<file path="config.mk">
export PLATFORM = sky130hd
export DESIGN_NAME = mono_line_fetch
export DESIGN_NICKNAME = d
export VERILOG_FILES = /design/src/rtl/mono_line_fetch.sv
export SDC_FILE = /design/constraint.sdc
export NUM_CORES = 1
export LEC_CHECK = 0
export ABC_AREA = 0
export ABC_CLOCK_PERIOD_IN_PS = 2800
export BUFFER_PORTS_ARGS = -buffer_cell sky130_fd_sc_hd__buf_2
export CAP_MARGIN = 10
export CORE_MARGIN = 3
export CORE_UTILIZATION = 40
export CTS_CLUSTER_SIZE = 24
export DETAILED_ROUTE_END_ITERATION = 10
export HOLD_SLACK_MARGIN = 0.15
export MAX_ROUTING_LAYER = met4
export PLACE_DENSITY_LB_ADDON = 0.05
export SLEW_MARGIN = 20
export SYNTH_ARGS = -nofsm -noshare
export SYNTH_HDL_FRONTEND = slang
export SYNTH_SLANG_ARGS = --single-unit
</file>
<file path="constraint.sdc">
create_clock -name clk -period 2.8 [get_ports clk]
set_clock_uncertainty 0.2 [all_clocks]
set_input_delay 0.28 -clock clk [delete_from_list [all_inputs] [get_ports clk]]
set_output_delay 0.28 -clock clk [all_outputs]
set_load 0.03 [all_outputs]
</file>
<file path="src/rtl/mono_line_fetch.sv">
module mono_line_fetch #(
  parameter int ADDR_W = 32,
  parameter int LINE_WORDS = 20,
  parameter int SWITCH_LINE = 400,
  parameter logic [ADDR_W-1:0] BASE_A = '0,
  parameter logic [ADDR_W-1:0] BASE_B = ADDR_W'(32'h0001_0000)
) (
  input  logic              clk,
  input  logic              rst_n,
  input  logic              frame_start,
  input  logic              line_start,
  input  logic              line_visible,
  input  logic              pix_en,
  output logic              mem_rd,
  output logic [ADDR_W-1:0] mem_addr,
  input  logic [31:0]       mem_rdata,
  output logic              pix_out
);
  localparam int WORD_W = 32;
  localparam int BYTES  = WORD_W / 8;
  localparam int STRIDE = LINE_WORDS * BYTES;
  localparam int PIX    = LINE_WORDS * WORD_W;
  localparam int BIT_W  = $clog2(WORD_W);
  localparam int PIX_W  = $clog2(PIX + 1);
  localparam int WC_W   = $clog2(LINE_WORDS + 1);
  localparam int LC_W   = $clog2(SWITCH_LINE + 1);

  logic              active, sh_v, nx_v, pend;
  logic [ADDR_W-1:0] line_ptr, rd_ptr;
  logic [LC_W-1:0]   line_cnt;
  logic [WC_W-1:0]   req_cnt;
  logic [PIX_W-1:0]  left;
  logic [BIT_W-1:0]  bcnt;
  logic [WORD_W-1:0] sh, nx;

  wire take = pix_en & active & (left != '0);
  wire last = take & (bcnt == BIT_W'(WORD_W - 1));
  wire room = !((sh_v & nx_v) | (sh_v & pend) | (nx_v & pend));
  wire [ADDR_W-1:0] base_now = frame_start ? BASE_A : line_ptr;
  wire [LC_W-1:0]   cnt_now  = frame_start ? '0 : line_cnt;

  assign mem_rd   = active & (req_cnt != WC_W'(LINE_WORDS)) & room;
  assign mem_addr = rd_ptr + ADDR_W'(req_cnt) * ADDR_W'(BYTES);

  always_ff @(posedge clk or negedge rst_n) begin
    if (!rst_n) begin
      line_ptr <= BASE_A;
      line_cnt <= '0;
      rd_ptr   <= BASE_A;
      active   <= 1'b0;
    end else if (line_start) begin
      if (line_visible) begin
        rd_ptr   <= base_now;
        active   <= 1'b1;
        line_ptr <= (cnt_now == LC_W'(SWITCH_LINE - 1)) ? BASE_B
                                                         : base_now + ADDR_W'(STRIDE);
        line_cnt <= (cnt_now == LC_W'(SWITCH_LINE)) ? cnt_now : cnt_now + 1'b1;
      end else begin
        active   <= 1'b0;
        line_ptr <= base_now;
        line_cnt <= cnt_now;
      end
    end else if (frame_start) begin
      line_ptr <= BASE_A;
      line_cnt <= '0;
    end
  end

  always_ff @(posedge clk or negedge rst_n) begin
    if (!rst_n) begin
      sh_v <= 1'b0; nx_v <= 1'b0; pend <= 1'b0;
      sh <= '0; nx <= '0;
      bcnt <= '0; left <= '0; req_cnt <= '0;
    end else begin
      pend <= mem_rd & ~line_start;
      if (line_start) begin
        sh_v    <= 1'b0;
        nx_v    <= 1'b0;
        bcnt    <= '0;
        req_cnt <= '0;
        left    <= line_visible ? PIX_W'(PIX) : '0;
      end else begin
        if (mem_rd) req_cnt <= req_cnt + 1'b1;
        if (take) begin
          left <= left - 1'b1;
          bcnt <= bcnt + 1'b1;
        end
        if (last) begin
          if (nx_v) begin
            sh <= nx;
            sh_v <= 1'b1;
            if (pend) nx <= mem_rdata;
            else nx_v <= 1'b0;
          end else if (pend) begin
            sh <= mem_rdata;
            sh_v <= 1'b1;
          end else begin
            sh_v <= 1'b0;
          end
        end else begin
          if (take) sh <= sh << 1;
          if (pend) begin
            if (!sh_v) begin
              sh <= mem_rdata;
              sh_v <= 1'b1;
            end else begin
              nx <= mem_rdata;
              nx_v <= 1'b1;
            end
          end
        end
      end
    end
  end

  always_ff @(posedge clk or negedge rst_n) begin
    if (!rst_n) pix_out <= 1'b0;
    else if (pix_en) pix_out <= take & sh[WORD_W-1];
  end
endmodule

</file>
# Yosys cells after proc, flatten, opt, wreduce, memory -nomap -nowiden
# Cells that the tools add are included.
word_totals:
  regBits: 162
  latchBits: 0
  ram_bits: 0
  mem_bits_ro: 0
  in_bits: 38
  out_inout_bits: 34
  word_cells: 85
  n_memories: 0
classes:
  add_sub_neg: 6
  multipliers: 0
  div: 0
  order_cmp: 0
  n_eq_ne: 6
  shift: 0
  mux: 36
  n_bitwise: 13
  n_reduce_logical: 11
op_table:
  columns: ["cell", "count"]
  rows:
  - ["$mux W32", 14]
  - ["$mux W9", 4]
  - ["$add A32 B7 Y32", 1]
  - ["$add A32 B7 Y32 const B", 1]
  - ["$mux W10", 3]
  - ["$mux W5", 4]
  - ["$eq A9 B9 Y1 const B", 2]
  - ["$mux W1", 11]
  - ["$add A5 B1 Y5 const B", 2]
  - ["$and A1 B1 Y1", 10]
  - ["$reduce_bool A10 Y1", 1]
  - ["$sub A10 B1 Y10 const B", 1]
  - ["$add A9 B1 Y9 const B", 1]
  - ["$reduce_and A2 Y1", 3]
  - ["$reduce_bool A2 Y1", 3]
  - ["$reduce_bool A3 Y1", 2]
  - ["$eq A5 B5 Y1 const B", 1]
  - ["$ne A5 B5 Y1 const B", 1]
  - ["$reduce_and A4 Y1", 1]
  - ["$ne A3 B3 Y1 const B", 1]
  - ["$ne A2 B2 Y1 const B", 1]
  - ["$or A1 B1 Y1", 2]
  - ["$logic_not A1 Y1", 1]
  - ["$not A1 Y1", 1]

# Logic depth before layout (Yosys ltp)
logic_depth:
  depth_word: 7
  ltp_mapped: 11
  mapped_depth_nobuf: 8

# Worst setup path before layout
# Ideal clock, no wire load.
synth_path:
  path_type: "flip-flop to output port"
  startpoint: "register req_cnt[0]"
  endpoint: "output mem_addr[28]"
  arrival_time_ns: 2.395
  t_required_ns: 2.320
  path_slack_ns: -0.075
  stages_incl_launch_ff: 9
  path_buffers: 0
  cell_sequence: "dfrtp_1 ha_1 inv_1 fa_1 nor2b_1 o31ai_1 a21oi_1 nand4_1 xnor2_1"
synth_via:
  elab_chain_cells: 1
synth_lines:
  columns: ["item", "line", "source"]
  rows:
  - ["start: declaration", "31", "logic [WC_W-1:0] req_cnt;"]
  - ["start signal: assignment", "83", "if (mem_rd) req_cnt <= req_cnt + 1'b1;"]
  - ["$add A32 B7 Y32", "43", "assign mem_addr = rd_ptr + ADDR_W'(req_cnt) * ADDR_W'(BYTES);"]
  - ["end: declaration", "15", "output logic [ADDR_W-1:0] mem_addr,"]
# Every way passes these cells.

# Worst setup path in the final report
layout_path:
  startpoint: "register rd_ptr[2]"
  endpoint: "output mem_addr[24]"
layout_via:
  elab_chain_cells: 1
layout_lines:
  columns: ["item", "line", "source"]
  rows:
  - ["start: declaration", "29", "logic [ADDR_W-1:0] line_ptr, rd_ptr;"]
  - ["start signal: assignment", "53", "rd_ptr <= base_now;"]
  - ["$add A32 B7 Y32", "43", null]
# Every way passes these cells.

==> results by group <==
Setup path
  – Worst-path fanout max: 8
  – Crit path cell chain: ha_4 -> inv_4 -> fa_2 -> nor2b_4 -> o31ai_4 -> a21oi_2 -> buf_6 -> buf_4 -> nand2_4 -> xnor2_2 -> buf_6
  – Critical Path End Type: primary output
  – CP delay by family, top: adder cells
  – Slowest CP cell: fa_2
  – Crit path buffers/inverters: 4
  – CP max stage delay: 0.41 ns
  – Startpoint Class: flop
  – Crit path required time: 2.32 ns
  – CP Class: flop to primary output
  – Crit path DAT: 2.52 ns
  – Most Frequent Cell on Critical Path: buf_6

Timing
  – Max_slew headroom: around 43%
  – Final Max Slew Viols: 0
  – Count of final setup violators: 14
  – RSZ-0062 raised after global routing: true
  – Final Hold Violating Endpoints: 0
  – Ratio of final minimum period to clock period: 107%
  – Max Freq: 334 MHz
  – Worst-Margin Slew: 0.843 ns
  – Final Critical Period: 3.00 ns
  – Total negative slack: -1.59 ns
  – Final setup margin: -0.197 ns

Logic synthesis
  – Post-Syn Instances: 877
  – Synthesized flop and latch total: roughly 160
  – Post-synthesis sequential area ratio: 45.7%
  – Unique masters post-synth: 67
  – Cell Area, Synth: 8870 um^2
  – Synth Flop Type: dfrtp_1
  – EDFF count, synth: 0
  – Async S/R FF share, synth: 100%
  – Mean Syn Cell Area: ~10 um^2
  – Mapped Nets: 930
  – Yosys warning count: 0

Power and ir drop
  – Maximum VDD drop: 0.356 mV
  – PD cells: 580 nW/um^2
  – Pleak: between 4 and 5 nW

Floorplanning
  – Row count: 53
  – IO Pins: 72
  – Die width: 155 um
  – Die H: 155 um
  – Die area: between 20000 and 25000 um^2
  – Core area: 21400 um^2
  – Initial core utilization: 41.4%

CTS
  – CTS tree: done
  – Root buffer cell: clkbuf_16
  – Clock Sinks: between 150 and 200
  – Max clock buf depth: 2
  – Num CTS Buffers: 17
  – Clk slew on worst S/H paths: 0.07 ns
  – Clk_lat worst skew: around 0.43 ns
  – H-tree levels: 4

Run status
  – Outcome: finished with violations
  – Failing checks: setup timing

Routing
  – Detailed Route WL: 23.5 mm
  – # DRC: 0
  – Initial DRC Count: 362
  – Post-route ant nets: 0
  – Via density per instance: approximately 5.4
  – DRT Pass-1 Iters: 4
  – Avg WL per Cell: 18.1 um
  – Vias post-DR: 7071

Placement
  – # port buffers: 71
  – Gpl congestion: roughly 0.80
  – Placed cell count: 1221
  – Post-DP HPWL: 16.2 mm
  – Placed cell area: 9810 um^2

Global route
  – Total GRT Usage: 20.7%
  – First-pass GRT wire length: 38.9 mm
  – Vias in the first global route: 7419
  – GRT overflow: 0
  – Largest net degree at the start of global routing: 67
  – Initial antenna violation count: 0

Job
  – Max-cap violations: 0

Finish
  – Nets: 1066
  – Non-Filler Instances: 1301
  – Final Cell Area: 11100 um^2
  – Diodes inserted: 0
  – Layout area overhead: 25.5%
  – Share of cells above drive strength 1: 24.8%

Min path
  – Worst Hold Class: input port to async pin
## layer usage
metal / track usage, % / vias up / routed length, um
met3: 2.87 / 27 / 676
li1: - / 3394 / -
met4: 6.18 / 0 / 406
met5: - / - / 0
met2: 35.1 / 119 / 12000
met1: 25.7 / 3531 / 10400
## report_power, final
group / total [mW] / switching [mW] / internal (mW) / leakage (nW)
combinational: 1.13 / 0.540 / 0.594 / 2.51
clock: 2.39 / 1.03 / 1.36 / 0.284
sequential: 2.94 / 0.253 / 2.69 / 2.10
total: 6.46 / 1.82 / 4.64 / 4.89
## cells by family after synthesis
family	Yosys count	synth area share, %
AO/OA/AOI/OAI	167	12.8
XOR/XNOR	67	6.62
adder cells (fa/ha/maj)	15	2.20
buffers and inverters	69	3.39
flip-flops	162	45.7
multiplexers	79	10.9
AND/OR/NAND/NOR	318	18.4
## cell usage in the layout, fill, tap and decap left out, types with 8 or more instances in the layout
| cell | synthesis | final |
|---|---|---|
| o221ai_1 | 10 | 10 |
| nor2b_1 | 11 | 10 |
| dlygate4sd3_1 | 0 | 37 |
| nand2b_1 | 26 | 26 |
| a31oi_1 | 13 | 12 |
| nor2_1 | 83 | 83 |
| clkbuf_16 | 0 | 17 |
| mux2i_1 | 29 | 29 |
| dfrtp_1 | 162 | 159 |
| a221oi_1 | 13 | 13 |
| xor2_1 | 20 | 19 |
| mux2_4 | 30 | 30 |
| nand3_1 | 22 | 21 |
| mux2_2 | 18 | 18 |
| o22ai_1 | 8 | 8 |
| xnor2_2 | 0 | 8 |
| o21bai_1 | 9 | 9 |
| o21ai_0 | 50 | 48 |
| xnor2_1 | 47 | 39 |
| buf_2 | 3 | 45 |
| and3_1 | 8 | 8 |
| nor3_1 | 12 | 11 |
| nand4_1 | 21 | 21 |
| nand2_1 | 84 | 81 |
| ha_1 | 14 | 10 |
| inv_1 | 23 | 22 |
| buf_6 | 4 | 11 |
| a21oi_1 | 24 | 22 |
| buf_4 | 2 | 66 |
## layout make-up
| cell class | instances | area (um^2) |
|---|---|---|
| clock inverters | 12 | 148 |
| clock buffers | 20 | 447 |
| multi-input cells | 646 | 4750 |
| repair buffers | 163 | 1290 |
| inverters | 23 | 88.8 |
| well taps | 275 | 344 |
| flip-flops and latches | 162 | 4060 |
| fillers | 1933 | 10300 |
## stage by stage
stage / hold WS (ns) / worst slack (ns) / util (%) / power, mW
final: 0.218 / -0.197 / 52.0 / 6.46
after global routing: 0.269 / -0.312 / 52.0 / 6.78
after CTS: 0.237 / -0.124 / 51.2 / 6.51
after detailed placement: 0.132 / 0.0769 / 45.8 / 4.06
after global placement: 0.126 / 0.120 / 45.8 / 4.03
after floorplan: -0.216 / 0.0687 / - / 3.67
## cell usage after synthesis (5+ instances only)
| library cell | n | share of area (%) |
|---|---|---|
| inv_1 | 23 | 0.97 |
| xnor2_1 | 47 | 4.6 |
| or3_1 | 5 | 0.35 |
| nand3_1 | 22 | 1.2 |
| o22ai_1 | 8 | 0.56 |
| nand2_1 | 84 | 3.6 |
| o221ai_1 | 10 | 0.99 |
| nand4_1 | 21 | 1.5 |
| a31oi_1 | 13 | 0.92 |
| a21oi_1 | 24 | 1.4 |
| and3_1 | 8 | 0.56 |
| nor2_1 | 83 | 3.5 |
| o2bb2ai_1 | 6 | 0.59 |
| a221oi_1 | 13 | 1.3 |
| xor2_1 | 20 | 2.0 |
| o21bai_1 | 9 | 0.76 |
| o22a_1 | 7 | 0.69 |
| dfrtp_1 | 162 | 46 |
| nor2b_1 | 11 | 0.78 |
| clkbuf_1 | 33 | 1.4 |
| ha_1 | 14 | 2.0 |
| o21ai_0 | 50 | 2.8 |
| nor3_1 | 12 | 0.68 |
| mux2_2 | 18 | 2.3 |
| and2_1 | 6 | 0.42 |
| nand2b_1 | 26 | 1.8 |
| mux2_4 | 30 | 5.1 |
| mux2i_1 | 29 | 3.3 |
| nand3b_1 | 7 | 0.59 |
## registers in the layout, indices dropped and copies added (netlist names)
signal    count
line_ptr     32
nx           32
rd_ptr       32
sh           32
left         10
line_cnt      9
bcnt          5
req_cnt       5
active        1
nx_v          1
pend          1
pix_out       1
sh_v          1
## path summary, 6_finish.rpt
kind	start	slack [ns]	endpoint	cells past startpoint
max in group asynchronous	rst_n	1.40	rd_ptr[4]$_DFFE_PN0P_	3
min in group clk	rd_ptr[0]$_DFFE_PN0P_	0.28	rd_ptr[0]$_DFFE_PN0P_	2
setup reg to reg	bcnt[0]$_DFFE_PN0P_	0.24	nx[31]$_DFFE_PN0P_	9
hold reg to reg	rd_ptr[0]$_DFFE_PN0P_	0.28	rd_ptr[0]$_DFFE_PN0P_	2
setup / recovery	rd_ptr[2]$_DFFE_PN0P_	-0.20	mem_addr[24]	11
hold / removal	rst_n	0.22	nx[24]$_DFFE_PN0P_	2
## timing repair
action / 4_1_cts / 5_1_grt
endpoints found under the hold margin: 146 / 0
hold buffers: 37 / 0
pin swaps: 8 / 20
setup endpoints to repair: 24 / 25
setup buffers: 4 / 7
resized for setup: 43 / 32
## worst register-to-register path, stage by stage (launching register included)
cell and delay (ns):
dfrtp_1 0.39, ha_1 0.17, and3_1 0.17, ha_1 0.22, nand3_1 0.13, a31oi_4 0.18
mux2i_1 0.36, nor2_4 0.07, buf_4 0.22, mux2_1 0.32
Note: power is estimated with default switching activity, not from simulation.
